`src/rtl/pcm_fmt_pkg.sv`:
```
package pcm_fmt_pkg;
    localparam int POS_W  = 8;
    localparam int BIT_W  = 3;
    localparam int SLOT_W = POS_W - BIT_W;

    typedef logic [POS_W-1:0]  pos_t;
    typedef logic [SLOT_W-1:0] slot_t;
    typedef logic [BIT_W-1:0]  bitn_t;

    // last bit position of the frame: 24 or 32 slots of 8 bits
    function automatic pos_t last_pos(input logic rate32);
        return rate32 ? pos_t'(255) : pos_t'(191);
    endfunction

    function automatic slot_t slot_of(input pos_t p);
        return p[POS_W-1:BIT_W];
    endfunction

    function automatic bitn_t bit_of(input pos_t p);
        return p[BIT_W-1:0];
    endfunction
endpackage

```
`src/rtl/pcm_bit_timer.sv`:
```
module pcm_bit_timer #(
    parameter int HALF_DIV = 2
) (
    input  logic clk,
    input  logic rst_n,
    output logic bclk_o,
    output logic rise_o,
    output logic fall_o
);
    localparam int PH_W = (HALF_DIV > 1) ? $clog2(HALF_DIV) : 1;
    localparam logic [PH_W-1:0] PH_LAST = PH_W'(HALF_DIV - 1);

    typedef struct packed {
        logic [PH_W-1:0] ph;
        logic            bclk;
    } tmr_t;

    tmr_t s_d, s_q;
    logic wrap;

    always_comb begin
        s_d  = s_q;
        wrap = (s_q.ph == PH_LAST);
        if (wrap) begin
            s_d.ph   = '0;
            s_d.bclk = ~s_q.bclk;
        end else begin
            s_d.ph = s_q.ph + 1'b1;
        end
    end

    always_ff @(posedge clk) begin
        if (!rst_n) s_q <= '0;
        else        s_q <= s_d;
    end

    assign bclk_o = s_q.bclk;
    assign rise_o = wrap & ~s_q.bclk;
    assign fall_o = wrap &  s_q.bclk;
endmodule

```
`src/rtl/pcm_slot_seq.sv`:
```
module pcm_slot_seq
    import pcm_fmt_pkg::*;
(
    input  logic clk,
    input  logic rst_n,
    input  logic rise_i,
    input  logic rate_sel,
    output pos_t pos_q_o,
    output pos_t pos_nx_o
);
    typedef struct packed {
        pos_t pos;
    } seq_t;

    seq_t s_d, s_q;
    pos_t nxt;

    always_comb begin
        s_d = s_q;
        nxt = (s_q.pos >= last_pos(rate_sel)) ? '0 : s_q.pos + 1'b1;
        if (rise_i) s_d.pos = nxt;
    end

    // reset parks on the top position so the first rise enters position 0
    always_ff @(posedge clk) begin
        if (!rst_n) s_q.pos <= '1;
        else        s_q     <= s_d;
    end

    assign pos_q_o  = s_q.pos;
    assign pos_nx_o = nxt;
endmodule

```
`src/rtl/pcm_sync_gen.sv`:
```
module pcm_sync_gen
    import pcm_fmt_pkg::*;
#(
    parameter int NCH      = 18,
    parameter int ENC_PINS = 6
) (
    input  logic           clk,
    input  logic           rst_n,
    input  logic           rise_i,
    input  pos_t           pos_nx_i,
    input  logic           rate_sel,
    input  logic           long_fs,
    input  logic           enc_fs,
    input  logic [NCH-1:0] chan_en,
    output logic [NCH-1:0] sync_o
);
    localparam slot_t NCH_S = SLOT_W'(NCH);

    typedef struct packed {
        logic [NCH-1:0] sync;
    } sg_t;

    sg_t s_d, s_q;
    logic [NCH-1:0]      strobe_w;
    logic [NCH-1:0]      nxt;
    logic [ENC_PINS-1:0] code;
    slot_t               slot_nx;
    logic                slot_on;

    assign slot_nx = slot_of(pos_nx_i);

    for (genvar g = 0; g < NCH; g++) begin : g_ch
        logic hit_short;
        if (g == 0) begin : g_first
            // channel 1 is announced in the last bit of the previous frame
            assign hit_short = (pos_nx_i == last_pos(rate_sel));
        end else begin : g_rest
            assign hit_short = (pos_nx_i == POS_W'(g * 8 - 1));
        end
        assign strobe_w[g] = chan_en[g] &
                             (long_fs ? (slot_nx == SLOT_W'(g)) : hit_short);
    end

    always_comb begin
        s_d     = s_q;
        slot_on = (slot_nx < NCH_S) && chan_en[slot_nx];
        code    = slot_on ? ENC_PINS'(slot_nx + 1'b1) : '0;
        nxt     = strobe_w;
        if (enc_fs) nxt[ENC_PINS-1:0] = code;
        if (rise_i) s_d.sync = nxt;
    end

    always_ff @(posedge clk) begin
        if (!rst_n) s_q <= '0;
        else        s_q <= s_d;
    end

    assign sync_o = s_q.sync;
endmodule

```
`src/rtl/pcm_data_path.sv`:
```
module pcm_data_path
    import pcm_fmt_pkg::*;
#(
    parameter int NCH = 18
) (
    input  logic                clk,
    input  logic                rst_n,
    input  logic                rise_i,
    input  logic                fall_i,
    input  pos_t                pos_q_i,
    input  pos_t                pos_nx_i,
    input  logic [NCH-1:0]      chan_en,
    input  logic [NCH-1:0][7:0] tx_bytes,
    input  logic                rx_i,
    output logic                tx_o,
    output logic [NCH-1:0][7:0] rx_bytes,
    output logic [NCH-1:0]      rx_valid
);
    localparam slot_t NCH_S = SLOT_W'(NCH);

    typedef struct packed {
        logic [7:0]           txsh;
        logic                 tx;
        logic [6:0]           rsh;
        logic [NCH-1:0][7:0]  rxd;
        logic [NCH-1:0]       vld;
    } dp_t;

    dp_t   s_d, s_q;
    slot_t tslot, rslot;
    bitn_t tbit, rbit;
    logic  t_on, r_on;

    always_comb begin
        s_d     = s_q;
        s_d.vld = '0;
        tslot   = slot_of(pos_nx_i);
        tbit    = bit_of(pos_nx_i);
        rslot   = slot_of(pos_q_i);
        rbit    = bit_of(pos_q_i);
        t_on    = (tslot < NCH_S) && chan_en[tslot];
        r_on    = (rslot < NCH_S) && chan_en[rslot];

        // transmit: advance with the rising bit clock
        if (rise_i) begin
            if (!t_on) begin
                s_d.tx = 1'b0;
            end else if (tbit == '0) begin
                s_d.txsh = tx_bytes[tslot];
                s_d.tx   = tx_bytes[tslot][7];
            end else begin
                s_d.tx = s_q.txsh[3'd7 - tbit];
            end
        end

        // receive: sample with the falling bit clock
        if (fall_i && r_on) begin
            s_d.rsh = {s_q.rsh[5:0], rx_i};
            if (rbit == 3'd7) begin
                s_d.rxd[rslot] = {s_q.rsh, rx_i};
                s_d.vld[rslot] = 1'b1;
            end
        end
    end

    always_ff @(posedge clk) begin
        if (!rst_n) s_q <= '0;
        else        s_q <= s_d;
    end

    assign tx_o     = s_q.tx;
    assign rx_bytes = s_q.rxd;
    assign rx_valid = s_q.vld;
endmodule

```
`src/rtl/pcm_sync_fmt.sv`:
```
module pcm_sync_fmt
    import pcm_fmt_pkg::*;
#(
    parameter int NCH      = 18,
    parameter int HALF_DIV = 2,
    parameter int ENC_PINS = 6
) (
    input  logic             clk,
    input  logic             rst_n,
    input  logic             rate_sel,
    input  logic             long_fs,
    input  logic             enc_fs,
    input  logic [NCH-1:0]   chan_en,
    input  logic [NCH*8-1:0] tx_data,
    input  logic             rx_i,
    output logic             bclk_o,
    output logic             tx_o,
    output logic [NCH-1:0]   sync_o,
    output logic [NCH*8-1:0] rx_data,
    output logic [NCH-1:0]   rx_valid
);
    logic rise, fall;
    pos_t pos_q, pos_nx;
    logic [NCH-1:0][7:0] tx_bytes, rx_bytes;

    assign tx_bytes = tx_data;
    assign rx_data  = rx_bytes;

    pcm_bit_timer #(.HALF_DIV(HALF_DIV)) u_tmr (
        .clk(clk), .rst_n(rst_n), .bclk_o(bclk_o), .rise_o(rise), .fall_o(fall)
    );

    pcm_slot_seq u_seq (
        .clk(clk), .rst_n(rst_n), .rise_i(rise), .rate_sel(rate_sel),
        .pos_q_o(pos_q), .pos_nx_o(pos_nx)
    );

    pcm_sync_gen #(.NCH(NCH), .ENC_PINS(ENC_PINS)) u_sync (
        .clk(clk), .rst_n(rst_n), .rise_i(rise), .pos_nx_i(pos_nx),
        .rate_sel(rate_sel), .long_fs(long_fs), .enc_fs(enc_fs),
        .chan_en(chan_en), .sync_o(sync_o)
    );

    pcm_data_path #(.NCH(NCH)) u_dp (
        .clk(clk), .rst_n(rst_n), .rise_i(rise), .fall_i(fall),
        .pos_q_i(pos_q), .pos_nx_i(pos_nx), .chan_en(chan_en),
        .tx_bytes(tx_bytes), .rx_i(rx_i), .tx_o(tx_o),
        .rx_bytes(rx_bytes), .rx_valid(rx_valid)
    );
endmodule

```
`config.mk`:
```
export PLATFORM = sky130hd
export DESIGN_NAME = pcm_sync_fmt
export DESIGN_NICKNAME = d
export VERILOG_FILES = /design/src/rtl/pcm_fmt_pkg.sv /design/src/rtl/pcm_bit_timer.sv /design/src/rtl/pcm_slot_seq.sv /design/src/rtl/pcm_sync_gen.sv /design/src/rtl/pcm_data_path.sv /design/src/rtl/pcm_sync_fmt.sv
export SDC_FILE = /design/constraint.sdc
export NUM_CORES = 1
export LEC_CHECK = 0
export BUFFER_PORTS_ARGS = -buffer_cell sky130_fd_sc_hd__buf_2
export CAP_MARGIN = 30
export CORE_MARGIN = 3
export CORE_UTILIZATION = 56
export DETAILED_ROUTE_END_ITERATION = 6
export PLACE_DENSITY = 0.87
export SLEW_MARGIN = 20
export SYNTH_ARGS = -nofsm -noshare
export SYNTH_HDL_FRONTEND = slang
export SYNTH_SLANG_ARGS = --single-unit
```
`constraint.sdc`:
```
create_clock -name clk -period 8.8 [get_ports clk]
set_input_delay 1.32 -clock clk [delete_from_list [all_inputs] [get_ports clk]]
set_output_delay 1.32 -clock clk [all_outputs]
set_load 0.02 [all_outputs]
```
==> results.md <==
- Fraction of the mapped netlist area in adder cells: 0.923%
- Setup crit start: rate_sel
- Total number of H-tree levels: 1
- Clock group share of total power: 38.4%
- Global-route wire length before repair: 51200 um
- Final weighted congestion in routability-driven placement: 0.993
- Sw power: 0.723 mW
- Floorplan row count: 50
- Crit Path Max Fanout: 41
- Sink Count: 205
- Dominant synthesized flop cell: sky130_fd_sc_hd__dfxtp_1
- Via count of the first global-routing pass: 9278
- Cell count after synthesis: 1309
- CP endpoint kind: register
- Total congestion overflow after global routing: 0
- Sum Neg Setup Slack: 0 ns
- Kind of path behind the tightest hold check: register to register
- First-pass iteration count of the detailed router: 5
- Largest net degree at the start of global routing: 96
- Count of cells resized by post-cts repair: 0
- Number of max-slew violations in the final report: 0
- CTS tree: built
- Register share of total power: 40.2%
- Number of vias per cell after detailed routing: 5.74
- Peak clock frequency supported by timing: 186 MHz
- Routed wire length: 33700 um
- Worst rel slew slack: 30.8%
- Arrival time of the worst setup path: 5.78 ns
- Hold WS: 0.450 ns
- Average footprint of a synthesized cell: 8.29 sq um
- RSZ-0062 raised after global routing: false
- Count of nets left with antenna violations after detail routing: 0
- Die ar.: 21100 sq um
- Final core area utilization: 64.5%
- Setup bufs post-CTS: 0
- Switching Fraction: 30.2%
- Critical-path top delay cell: sky130_fd_sc_hd__a41oi_2
- Share of flip-flops with an asynchronous set or reset: 0%
- Floorplan die width: 145 um
- Status: completed
- YS warnings: 0
- Count of hold buffers inserted by post-cts repair: 0
- Power per Cell Area: 197 nW/um^2
- Register area share after synthesis: 37.8%
- Total CTS buffers: 22
- Number of antenna violations at the first check in global routing: 3
- Leak: 5.64 nW
- Post-synthesis xor/xnor area fraction: 0.808%
- Post-Synth Simple-Gate Area: 18.6%
- RR Startpoint: u_seq.pos_q_o[6]
- Worst VDD drop: 0.000115 V
- Mux cell area share after synthesis: 14.0%
- Total number of vias: 9825
- Clock period minus worst slack: 5.38 ns
- Top cell type's share of synthesized area: 37.8%
- Dpl cell area: 11400 sq um
- Biggest area consumer among synthesized cells: sky130_fd_sc_hd__dfxtp_1
- Worst R2R End: u_dp.s_q[176]
- Final layout net count: 1611
- Final standard cell area without fillers: 12200 sq um
- Number of failing hold endpoints at the final stage: 0
- CP Class: primary input to register
- Final clock skew: 0.0232 ns
- Reg clk slew, reported paths: 0.06 ns
- Total of buffers placed on input and output ports: 349
- Combinational family with the most area after synthesis: simple AND/OR/NAND/NOR gates
- Per-cell routed wire length: 19.7 um
- Yosys cell types: 66
- Setup-violating endpoint count in the final report: 0
- Element type at the critical path start: primary input
- Top cells by area in the synthesized netlist: sky130_fd_sc_hd__dfxtp_1 (38%), sky130_fd_sc_hd__mux2i_1 (13%), sky130_fd_sc_hd__buf_4 (11%)
- DRC violations left: 0
- Clock latency on the worst-skew pair: 0.51 ns
- Required time of the critical path: 9.20 ns
- Net count of the mapped netlist: 1485
- IO Pins: 350
- Combined global-route utilization of all metal layers: 29.7%
- Maximum single-stage delay on the critical path: 0.59 ns
- Combinational group share of total power: 21.4%
- Share of layout cells above drive strength 1: 29.0%
- Buffer cell driving the clock tree root: sky130_fd_sc_hd__clkbuf_16
- Detailed placement HPWL: 24300 um
- Slack of the worst reg-to-reg path: 3.83 ns
- Worst setup path endpoint: u_dp.s_q[176]
- Max-cap viol count: 0
- Compound-gate portion of the synthesized area: 12.4%
- Flip-flop and latch count after synthesis: 205
- Die Y-Extent: 145 um
- Post-route fraction of the period consumed by the critical path: 61.1%
- Slew @ Worst Pin: 1.04 ns
- Core Footprint: 18900 sq um
- Worst r2r path cells: 11
- Number of enable flip-flop cells after synthesis: 0
- Netlist Area Pre-Place: 10800 sq um
- Internal power: 1.67 mW
- Maximum clock insertion buffer count: 3
- Layout Area Growth over Synthesis: 12.3%
- Iter 0 DRT Violations: 652
- Initial Util: 57.4%
- Cell breakdown of the critical path: buf_2 -> inv_1 -> ha_1 -> and2_1 -> a41oi_2 -> nand2_4 -> buf_12 -> inv_2 -> a2111oi_0 -> o41a_1 -> a211o_1 -> nor3_4 -> nor2_1 -> a311oi_1
-- cell usage in the layout, fill, tap and decap left out, drive strengths merged, types with 5 or more instances in the layout --
cell      n
buf     362
dfxtp   205
nand2   161
mux2i   139
nor2    132
a21oi   115
nand3    89
clkbuf   27
o21ai    23
o22ai    18
nor3     13
a31oi    11
and2      9
and3      9
inv       9
xnor2     8
a22o      8
ha        8
o211ai    8
clkinv    8
nand4     7
a22oi     5
a211oi    5
-- metal layers --
metal | GRT usage (%) | vias up | part of all wire [%]
met4 | 11.9 | 0 | 3.7
met2 | 52.1 | 535 | 50
met5 | 0 | - | 0
met3 | 6.40 | 102 | 8.3
li1 | - | 4616 | -
met1 | 35.5 | 4572 | 38
-- Yosys cell counts, types with 7 or more instances --
library cell and count:
sky130_fd_sc_hd__dfxtp_1 205, sky130_fd_sc_hd__buf_4 162, sky130_fd_sc_hd__nand2_1 161, sky130_fd_sc_hd__mux2i_1 139
sky130_fd_sc_hd__nor2_1 128, sky130_fd_sc_hd__a21oi_1 115, sky130_fd_sc_hd__nand3_1 88, sky130_fd_sc_hd__clkbuf_1 66
sky130_fd_sc_hd__o21ai_0 19, sky130_fd_sc_hd__o22ai_1 18, sky130_fd_sc_hd__buf_2 17, sky130_fd_sc_hd__nor3_1 12
sky130_fd_sc_hd__a31oi_1 11, sky130_fd_sc_hd__buf_1 10, sky130_fd_sc_hd__and2_1 9, sky130_fd_sc_hd__and3_1 9
sky130_fd_sc_hd__a22o_1 8, sky130_fd_sc_hd__ha_1 8, sky130_fd_sc_hd__xnor2_1 8, sky130_fd_sc_hd__inv_1 7
sky130_fd_sc_hd__nand4_1 7, sky130_fd_sc_hd__o211ai_1 7
-- power groups by stage --
stage          logic [mW]  clock network (mW)  registers (mW)
2_1_floorplan       0.358                   0           0.971
3_3_place_gp        0.490                   0           0.982
3_5_place_dp        0.493                   0           0.983
4_1_cts             0.496               0.933           0.962
5_1_grt             0.548               0.973           0.965
6_report            0.513               0.921           0.963
-- registers in the layout (all words and copies together) (netlist names) --
name,count
u_dp.rx_valid,18
u_seq.pos_q_o,8
u_sync.sync_o,18
u_dp.s_q,14
u_dp.tx_o,1
u_tmr.wrap,1
u_dp.rx_bytes,144
u_tmr.bclk_o,1
-- cell type report --
cell class                 instances  area (sq um)
fill                            1627          6710
multi-input combinational        835          5080
sequential                       205          4100
timing repair buffer             362          1890
clock buffer                      27           599
tap                              260           325
clock inverter                    12           134
inverter                           9          38.8
antenna                            3          7.51
-- cells by family after synthesis --
family / after synthesis
AO/OA/AOI/OAI: 221
XOR/XNOR: 10
adder cells (fa/ha/maj): 8
buffers and inverters: 269
flip-flops: 205
multiplexers: 146
AND/OR/NAND/NOR: 450
-- per-stage QoR --
stage / setup WS, ns / power (mW) / std cells
2_1_floorplan: 4.81 / 1.33 / 1309
3_3_place_gp: 3.11 / 1.47 / 1665
3_5_place_dp: 2.89 / 1.48 / 1666
4_1_cts: 3.39 / 2.39 / 1705
5_1_grt: 3.19 / 2.49 / 1713
6_report: 3.42 / 2.40 / 1713
-- how the worst min path moves through the flow --
stage,slack (ns),endpoint,startpoint,cells after the start
floorplan,0.43,u_tmr.wrap,u_tmr.wrap,1
global placement,0.44,u_dp.rx_bytes[75],u_dp.rx_bytes[75],2
detailed placement,0.44,u_dp.rx_bytes[72],u_dp.rx_bytes[72],2
CTS,0.45,u_dp.rx_bytes[72],u_dp.rx_bytes[72],2
global route,0.48,u_dp.rx_bytes[44],u_dp.rx_bytes[44],2
finish,0.45,u_dp.rx_bytes[43],u_dp.rx_bytes[43],2
-- worst max-delay path: cells and delay by family --
kind                     cells  cell delay [ns]
AND/OR/NAND/NOR              4             1.23
AO/OA/AOI/OAI                5             1.85
buffers and inverters        4             1.08
adder cells (fa/ha/maj)      1             0.24
No activity file was read; power rests on OpenSTA's default activity.
